File: src/rtl/cfgbo_pkg.sv
package cfgbo_pkg;

  typedef enum logic [2:0] {
    ST_IDLE,
    ST_FILL,
    ST_DRAIN,
    ST_FLOW,
    ST_PAD
  } phase_e;

  // Expected signature byte at position idx: a run of 0xFF, then the sync
  // word sent most significant byte first.
  function automatic logic [7:0] hdr_ref_byte(input int idx, input int fill,
                                              input logic [31:0] sync);
    int k;
    if (idx < fill) return 8'hFF;
    k = idx - fill;
    if (k > 3) k = 3;
    return sync[8*(3-k) +: 8];
  endfunction

endpackage

File: src/rtl/cfgbo_hdr_match.sv
module cfgbo_hdr_match import cfgbo_pkg::*; #(
  parameter int          HDR_FILL  = 16,
  parameter logic [31:0] SYNC_WORD = 32'h5599_AA66,
  parameter int          IDXW      = 6
) (
  input  logic            clk,
  input  logic            rst_n,
  input  logic            step,
  input  logic            first,
  input  logic [IDXW-1:0] idx,
  input  logic [7:0]      data,
  output logic            hit_next
);
  localparam int HDR_LEN = HDR_FILL + 4;

  logic hit_q;
  logic byte_ok;

  always_comb begin
    byte_ok  = (int'(idx) >= HDR_LEN) ||
               (data == hdr_ref_byte(int'(idx), HDR_FILL, SYNC_WORD));
    hit_next = (first ? 1'b1 : hit_q) && byte_ok;
  end

  always_ff @(posedge clk or negedge rst_n) begin
    if (!rst_n)    hit_q <= 1'b0;
    else if (step) hit_q <= hit_next;
  end

  // once one signature byte has missed, later bytes of the image cannot restore the hit
  p_miss_sticky_r2: assert property (@(posedge clk) disable iff (!rst_n)
    (step && !first && !hit_q) |=> !hit_q);

endmodule

File: src/rtl/cfgbo_prefix_buf.sv
module cfgbo_prefix_buf #(
  parameter int DEPTH = 32,
  parameter int W     = 8,
  localparam int AW   = $clog2(DEPTH)
) (
  input  logic          clk,
  input  logic          wr_en,
  input  logic [AW-1:0] wr_idx,
  input  logic [W-1:0]  wr_data,
  input  logic [AW-1:0] rd_idx,
  output logic [W-1:0]  rd_data
);
  logic [W-1:0] mem [DEPTH];

  always_ff @(posedge clk) begin
    if (wr_en) mem[wr_idx] <= wr_data;
  end

  assign rd_data = mem[rd_idx];

endmodule

File: src/rtl/cfgbo_lane_xform.sv
module cfgbo_lane_xform #(
  parameter int W = 8
) (
  input  logic         rev,
  input  logic [W-1:0] in_b,
  output logic [W-1:0] out_b
);
  for (genvar i = 0; i < W; i++) begin : g_lane
    assign out_b[i] = rev ? in_b[W-1-i] : in_b[i];
  end

endmodule

File: src/rtl/cfg_bitorder_pager.sv
module cfg_bitorder_pager import cfgbo_pkg::*; #(
  parameter int          PAGE_BYTES = 32,
  parameter int          HDR_FILL   = 16,
  parameter logic [31:0] SYNC_WORD  = 32'h5599_AA66
) (
  input  logic       clk,
  input  logic       rst_n,
  input  logic       in_valid,
  output logic       in_ready,
  input  logic [7:0] in_data,
  input  logic       in_sof,
  input  logic       in_eof,
  input  logic       in_base_zero,
  output logic       out_valid,
  input  logic       out_ready,
  output logic [7:0] out_data,
  output logic       out_page_end,
  output logic       out_img_end
);
  localparam int IDXW = $clog2(PAGE_BYTES);
  localparam int CNTW = IDXW + 1;
  localparam logic [CNTW-1:0] LAST_IDX = CNTW'(PAGE_BYTES - 1);
  localparam logic [CNTW-1:0] FULL_CNT = CNTW'(PAGE_BYTES);
  localparam logic [IDXW-1:0] POS_LAST = IDXW'(PAGE_BYTES - 1);

  phase_e          phase_q, phase_d;
  logic [CNTW-1:0] cnt_q, rd_q;
  logic [IDXW-1:0] pos_q;
  logic            rev_q, eof_q, base_q;
  logic            out_valid_q, pe_q, ie_q;
  logic [7:0]      out_data_q;

  logic            slot_free, in_fire, fill_beat, fill_last, base_eff;
  logic            hit_next, keep_order, drain_last;
  logic [CNTW-1:0] fill_idx;
  logic            emit, img_end, pad_sel;
  logic [7:0]      buf_rd, src_byte, xf_byte, next_byte;

  // ---------------- input side ----------------
  assign slot_free = !out_valid_q || out_ready;

  always_comb begin
    unique case (phase_q)
      ST_IDLE, ST_FILL: in_ready = 1'b1;
      ST_FLOW:          in_ready = slot_free;
      default:          in_ready = 1'b0;
    endcase
  end

  assign in_fire    = in_valid && in_ready;
  assign fill_beat  = in_fire && ((phase_q == ST_IDLE && in_sof) || phase_q == ST_FILL);
  assign fill_idx   = (phase_q == ST_IDLE) ? '0 : cnt_q;
  assign fill_last  = in_eof || (fill_idx == LAST_IDX);
  assign base_eff   = (phase_q == ST_IDLE) ? in_base_zero : base_q;
  assign keep_order = base_eff && hit_next && (fill_idx == LAST_IDX);

  cfgbo_hdr_match #(
    .HDR_FILL (HDR_FILL),
    .SYNC_WORD(SYNC_WORD),
    .IDXW     (CNTW)
  ) u_match (
    .clk     (clk),
    .rst_n   (rst_n),
    .step    (fill_beat),
    .first   (phase_q == ST_IDLE),
    .idx     (fill_idx),
    .data    (in_data),
    .hit_next(hit_next)
  );

  cfgbo_prefix_buf #(
    .DEPTH(PAGE_BYTES),
    .W    (8)
  ) u_prefix (
    .clk    (clk),
    .wr_en  (fill_beat),
    .wr_idx (fill_idx[IDXW-1:0]),
    .wr_data(in_data),
    .rd_idx (rd_q[IDXW-1:0]),
    .rd_data(buf_rd)
  );

  // ---------------- output side ----------------
  assign drain_last = (rd_q == cnt_q - 1'b1);

  always_comb begin
    emit    = 1'b0;
    img_end = 1'b0;
    pad_sel = 1'b0;
    unique case (phase_q)
      ST_DRAIN: begin
        emit    = slot_free;
        img_end = eof_q && (cnt_q == FULL_CNT) && drain_last;
      end
      ST_FLOW: begin
        emit    = in_fire;
        img_end = in_eof && (pos_q == POS_LAST);
      end
      ST_PAD: begin
        emit    = slot_free;
        pad_sel = 1'b1;
        img_end = (pos_q == POS_LAST);
      end
      default: ;
    endcase
  end

  assign src_byte = (phase_q == ST_DRAIN) ? buf_rd : in_data;

  cfgbo_lane_xform #(.W(8)) u_xform (
    .rev  (rev_q),
    .in_b (src_byte),
    .out_b(xf_byte)
  );

  assign next_byte = pad_sel ? 8'hFF : xf_byte;

  // ---------------- phase sequencing ----------------
  always_comb begin
    phase_d = phase_q;
    unique case (phase_q)
      ST_IDLE, ST_FILL:
        if (fill_beat) phase_d = fill_last ? ST_DRAIN : ST_FILL;
      ST_DRAIN:
        if (emit && drain_last)
          phase_d = !eof_q ? ST_FLOW : ((cnt_q == FULL_CNT) ? ST_IDLE : ST_PAD);
      ST_FLOW:
        if (emit && in_eof) phase_d = (pos_q == POS_LAST) ? ST_IDLE : ST_PAD;
      ST_PAD:
        if (emit && pos_q == POS_LAST) phase_d = ST_IDLE;
      default: phase_d = ST_IDLE;
    endcase
  end

  always_ff @(posedge clk or negedge rst_n) begin
    if (!rst_n) begin
      phase_q     <= ST_IDLE;
      cnt_q       <= '0;
      rd_q        <= '0;
      pos_q       <= '0;
      rev_q       <= 1'b1;
      eof_q       <= 1'b0;
      base_q      <= 1'b0;
      out_valid_q <= 1'b0;
      out_data_q  <= 8'h00;
      pe_q        <= 1'b0;
      ie_q        <= 1'b0;
    end else begin
      phase_q <= phase_d;
      if (fill_beat) begin
        cnt_q <= fill_idx + 1'b1;
        if (phase_q == ST_IDLE) begin
          base_q <= in_base_zero;
          pos_q  <= '0;
        end
        if (fill_last) begin
          rev_q <= !keep_order;
          eof_q <= in_eof;
          rd_q  <= '0;
        end
      end
      if (emit) begin
        pos_q       <= (pos_q == POS_LAST) ? '0 : pos_q + 1'b1;
        out_valid_q <= 1'b1;
        out_data_q  <= next_byte;
        pe_q        <= (pos_q == POS_LAST);
        ie_q        <= img_end;
        if (phase_q == ST_DRAIN) rd_q <= rd_q + 1'b1;
      end else if (out_ready) begin
        out_valid_q <= 1'b0;
      end
    end
  end

  assign out_valid    = out_valid_q;
  assign out_data     = out_data_q;
  assign out_page_end = pe_q;
  assign out_img_end  = ie_q;

  // ---------------- assertions ----------------
  p_hold_out_r8: assert property (@(posedge clk) disable iff (!rst_n)
    (out_valid && !out_ready) |=>
      (out_valid && $stable(out_data) && $stable(out_page_end) && $stable(out_img_end)));

  p_img_on_page_r5: assert property (@(posedge clk) disable iff (!rst_n)
    (out_valid && out_img_end) |-> out_page_end);

  p_mode_held_r10: assert property (@(posedge clk) disable iff (!rst_n)
    (phase_q == ST_FLOW || phase_q == ST_PAD) |=> $stable(rev_q));

  p_pad_plain_r6: assert property (@(posedge clk) disable iff (!rst_n)
    (phase_q == ST_PAD && slot_free) |=> (out_valid && out_data == 8'hFF));

  p_quiet_fill_r7: assert property (@(posedge clk) disable iff (!rst_n)
    (phase_q == ST_FILL) |=> !$rose(out_valid));

endmodule

File: config.mk
export PLATFORM = sky130hd
export DESIGN_NAME = cfg_bitorder_pager
export DESIGN_NICKNAME = d
export VERILOG_FILES = /design/src/rtl/cfgbo_pkg.sv /design/src/rtl/cfgbo_hdr_match.sv /design/src/rtl/cfgbo_prefix_buf.sv /design/src/rtl/cfgbo_lane_xform.sv /design/src/rtl/cfg_bitorder_pager.sv
export SDC_FILE = /design/constraint.sdc
export NUM_CORES = 1
export LEC_CHECK = 0
export CAP_MARGIN = 10
export CORE_MARGIN = 2
export CORE_UTILIZATION = 46
export DETAILED_ROUTE_END_ITERATION = 8
export DONT_BUFFER_PORTS = 1
export GPL_ROUTABILITY_DRIVEN = 0
export SLEW_MARGIN = 10
export SYNTH_ARGS = -nofsm -noshare
export SYNTH_HDL_FRONTEND = slang
export SYNTH_SLANG_ARGS = --single-unit
File: constraint.sdc
create_clock -name clk -period 2.7 [get_ports clk]
set_input_delay 0.135 -clock clk [delete_from_list [all_inputs] [get_ports clk]]
set_output_delay 0.135 -clock clk [all_outputs]
set_load 0.005 [all_outputs]
==> qor.txt <==
Core Box Area: 26200 µm²
Crit end category: flop
Cell mode on critical path: nand2_1
Buffers on Ports: 0
GRT Util Overall: 21.1%
Die X: 168 µm
Post-synth cell types: 59
Final Hold Viols: 0
Setup CP Type: reg -> reg
Slew HR: 39.4%
Average wire per standard cell: 24.7 µm
Synth warn: 0
Worst min path class: in -> async
Endpoints failing setup: 0
Mapped Area: 12400 µm²
Max-cap violations: 0
Crit path arrival time: 2850 ps
Clk_skew: 21.8 ps
Register area share after synthesis: 69.3%
Top cell type's share of synthesized area: 62.2%
Bufs on Longest Clock Path: 3
Post-synth top area cell: edfxtp_1
Setup Buffers After CTS: 0
CP Launch Type: flop
# nets final: 865
CP Data Required Time: 2860 ps
# DRC: 0
Num ports: 27
P per Cell Area: 898 nW/µm²
RSZ-0062 raised after global routing: yes
Count leader, synth: edfxtp_1
Initial Util: 47.2%
CTS tree: done
Clock Latency Late Sink: 550 ps
DPL Wire Length: 18400 µm
Number of buffers created by CTS: 30
Avg Synthesized Cell Area: 15.6 µm²
Clock transition at path regs: 60 ps
First-pass GRT wire length: 44700 µm
Largest net degree at the start of global routing: 41
Top post-synthesis cells by area: edfxtp_1, mux2i_1, dfrtp_1, mux4_2, nand2_1
Final ANT Viol Nets: 0
Synth Net Count: 819
TritonRoute pass-1 iters: 5
Fin crit share: 99.5%
GRT overflow: 0
Yosys reg bits: 291
CTS root buf: clkbuf_16
Synth async-reset ratio: 12.0%
Worst Path Max Fanout: 8
Placed cell area: 12800 µm²
Initial drt markers: 648
Row count: 59
Via count: 7165
F_max: 372 MHz
Worst hold slack: 26.4 ps
Share of cells above drive strength 1: 12.6%
Worst vdd ir: 599 µV
Vias in the first global route: 7247
Crit-path max cell delay: 700 ps
CTS H-tree lvls: 1
Vias/cell: 5.97
Total wire length: 29600 µm
Cell Chain, Critical Path: or3_1 > nand2_1 > inv_1 > ha_1 > nand2_1 > nor2_1
Worst slew pin tran: 905 ps
Die area: 28200 µm²
Height of the die: 168 µm
Fin. max-slew vios: 0
Critical path's slowest cell: nor2_1
Clock Sinks: 291
Clock period minus worst slack: 2690 ps
Filler instances: 2092
Leak Pwr: 4.84 nW
Number of antenna violations at the first check in global routing: 3
Post-Synthesis Cells: 793
Status: finished, final reports clean
Final instance area: 14100 µm²
Synth cell count leaders: edfxtp_1, mux2i_1, nand2_1, nor2_1, dfrtp_1
Number of synthesized flops with an enable pin: 256
Area growth, synth to finish: 14.3%
Ys flop type: edfxtp_1
==> critical path, delay by kind of cell, from the launching register on <==
family	cells	cell delay [ps]
adder cells (fa/ha/maj)	1	260
buffers and inverters	1	120
flip-flops	1	430
AND/OR/NAND/NOR	4	1490
==> power by group <==
| group | switching [mW] | internal [mW] | total, mW |
|---|---|---|---|
| Sequential | 0.236 | 5.14 | 5.38 |
| Combinational | 1.87 | 1.35 | 3.22 |
| Clock | 1.63 | 2.46 | 4.09 |
| Total | 3.73 | 8.95 | 12.7 |
==> cells by family (layout without fill, tap and decap cells) <==
kind of cell               after synthesis  in the layout  share of synthesized area, %
AOI/OAI and AO/OA                      143            143                          8.43
xor gates and xnor gates                12             12                         0.850
adders and majority gates               11             11                          1.11
buffers and inverters                   54            124                          2.66
DFF                                    291            291                          69.3
muxes                                  121            121                          11.6
other                                    0              3                             0
and+or+nand+nor                        161            161                          6.02
==> sequential cells by signal, summed over array words and instances (netlist names) <==
register,count
eof_q,1
pos_q,5
phase_q,3
out_valid,1
base_q,1
u_prefix.mem,256
out_data,8
out_page_end,1
out_img_end,1
rev_q,1
u_match.hit_q,1
rd_q,6
cnt_q,6
==> through the flow <==
stage	TNS (ps)	power [mW]	util, %	setup WS [ps]	cells
3_3_place_gp	0	8.43	48.9	183	1120
5_1_grt	-2050	13.2	53.9	-89.8	1198
6_report	0	12.7	53.9	14.1	1201
3_5_place_dp	0	8.52	48.9	104	1120
4_1_cts	0	12.7	53.8	79.0	1198
2_1_floorplan	0	7.73	-	25.4	793
==> per-layer routing <==
layer	GRT usage, %	up-vias	wire length (µm)
met1	29.6	3606	12900
met4	6.50	0	921
met3	3.20	52	1810
met2	34.4	275	13900
met5	0	-	0
li1	-	3232	-
==> cell usage in the layout, fill, tap and decap left out, drive strengths merged, types with 3 or more instances in the layout <==
cell           n
nand2b         7
dfrtp         34
a221oi        16
mux2i        101
nor2b          7
mux2           4
a22oi         17
bufinv         4
edfxtp       256
dlygate4sd3   13
xor2           5
a21oi         23
nor3           9
o21ai         14
a21o           3
mux4          16
a32oi          6
o311ai         4
a22o          17
nand2         51
nand3         15
o31a           5
and2           7
buf           46
ha            11
nor2          48
clkbuf        37
o31ai          3
and3           5
inv            9
clkinv        13
xnor2          7
diode          3
o22ai         19
or3            3
==> area by class of cell <==
type / instances / area [µm²] / share of cell area (%)
Clock buffer: 37 / 798 / 5.65
Antenna cell: 3 / 7.51 / 0.0532
Inverter: 9 / 33.8 / 0.239
Timing Repair Buffer: 59 / 638 / 4.52
Sequential cell: 291 / 8570 / 60.7
Tap cell: 335 / 419 / 2.97
Multi-Input combinational cell: 448 / 3470 / 24.6
Clock inverter: 19 / 186 / 1.32
==> path summary, 6_finish.rpt <==
| kind | start | to | slack, ps | cells after the start |
|---|---|---|---|---|
| worst max-delay path | phase_q[0]$_DFFE_PN0P_ | u_prefix.mem[27][3]$_DFFE_PP_ | 10 | 6 |
| worst min-delay path | rst_n | out_valid$_DFFE_PN0P_ | 30 | 2 |
| worst max register to register | phase_q[0]$_DFFE_PN0P_ | u_prefix.mem[27][3]$_DFFE_PP_ | 10 | 6 |
| worst min register to register | base_q$_DFFE_PN0P_ | base_q$_DFFE_PN0P_ | 480 | 2 |
| max in group asynchronous | rst_n | rev_q$_DFFE_PN1P_ | 2420 | 2 |
| min in group clk | in_data[7] | u_match.hit_q$_DFFE_PN0P_ | 30 | 5 |
==> repair_timing <==
action | in CTS | in global routing
hold endpoints to repair | 306 | 0
resized for setup | 0 | 1
setup endpoints to repair | 0 | 43
hold buffers | 22 | 0
No activity file was read; power rests on OpenSTA's default activity.
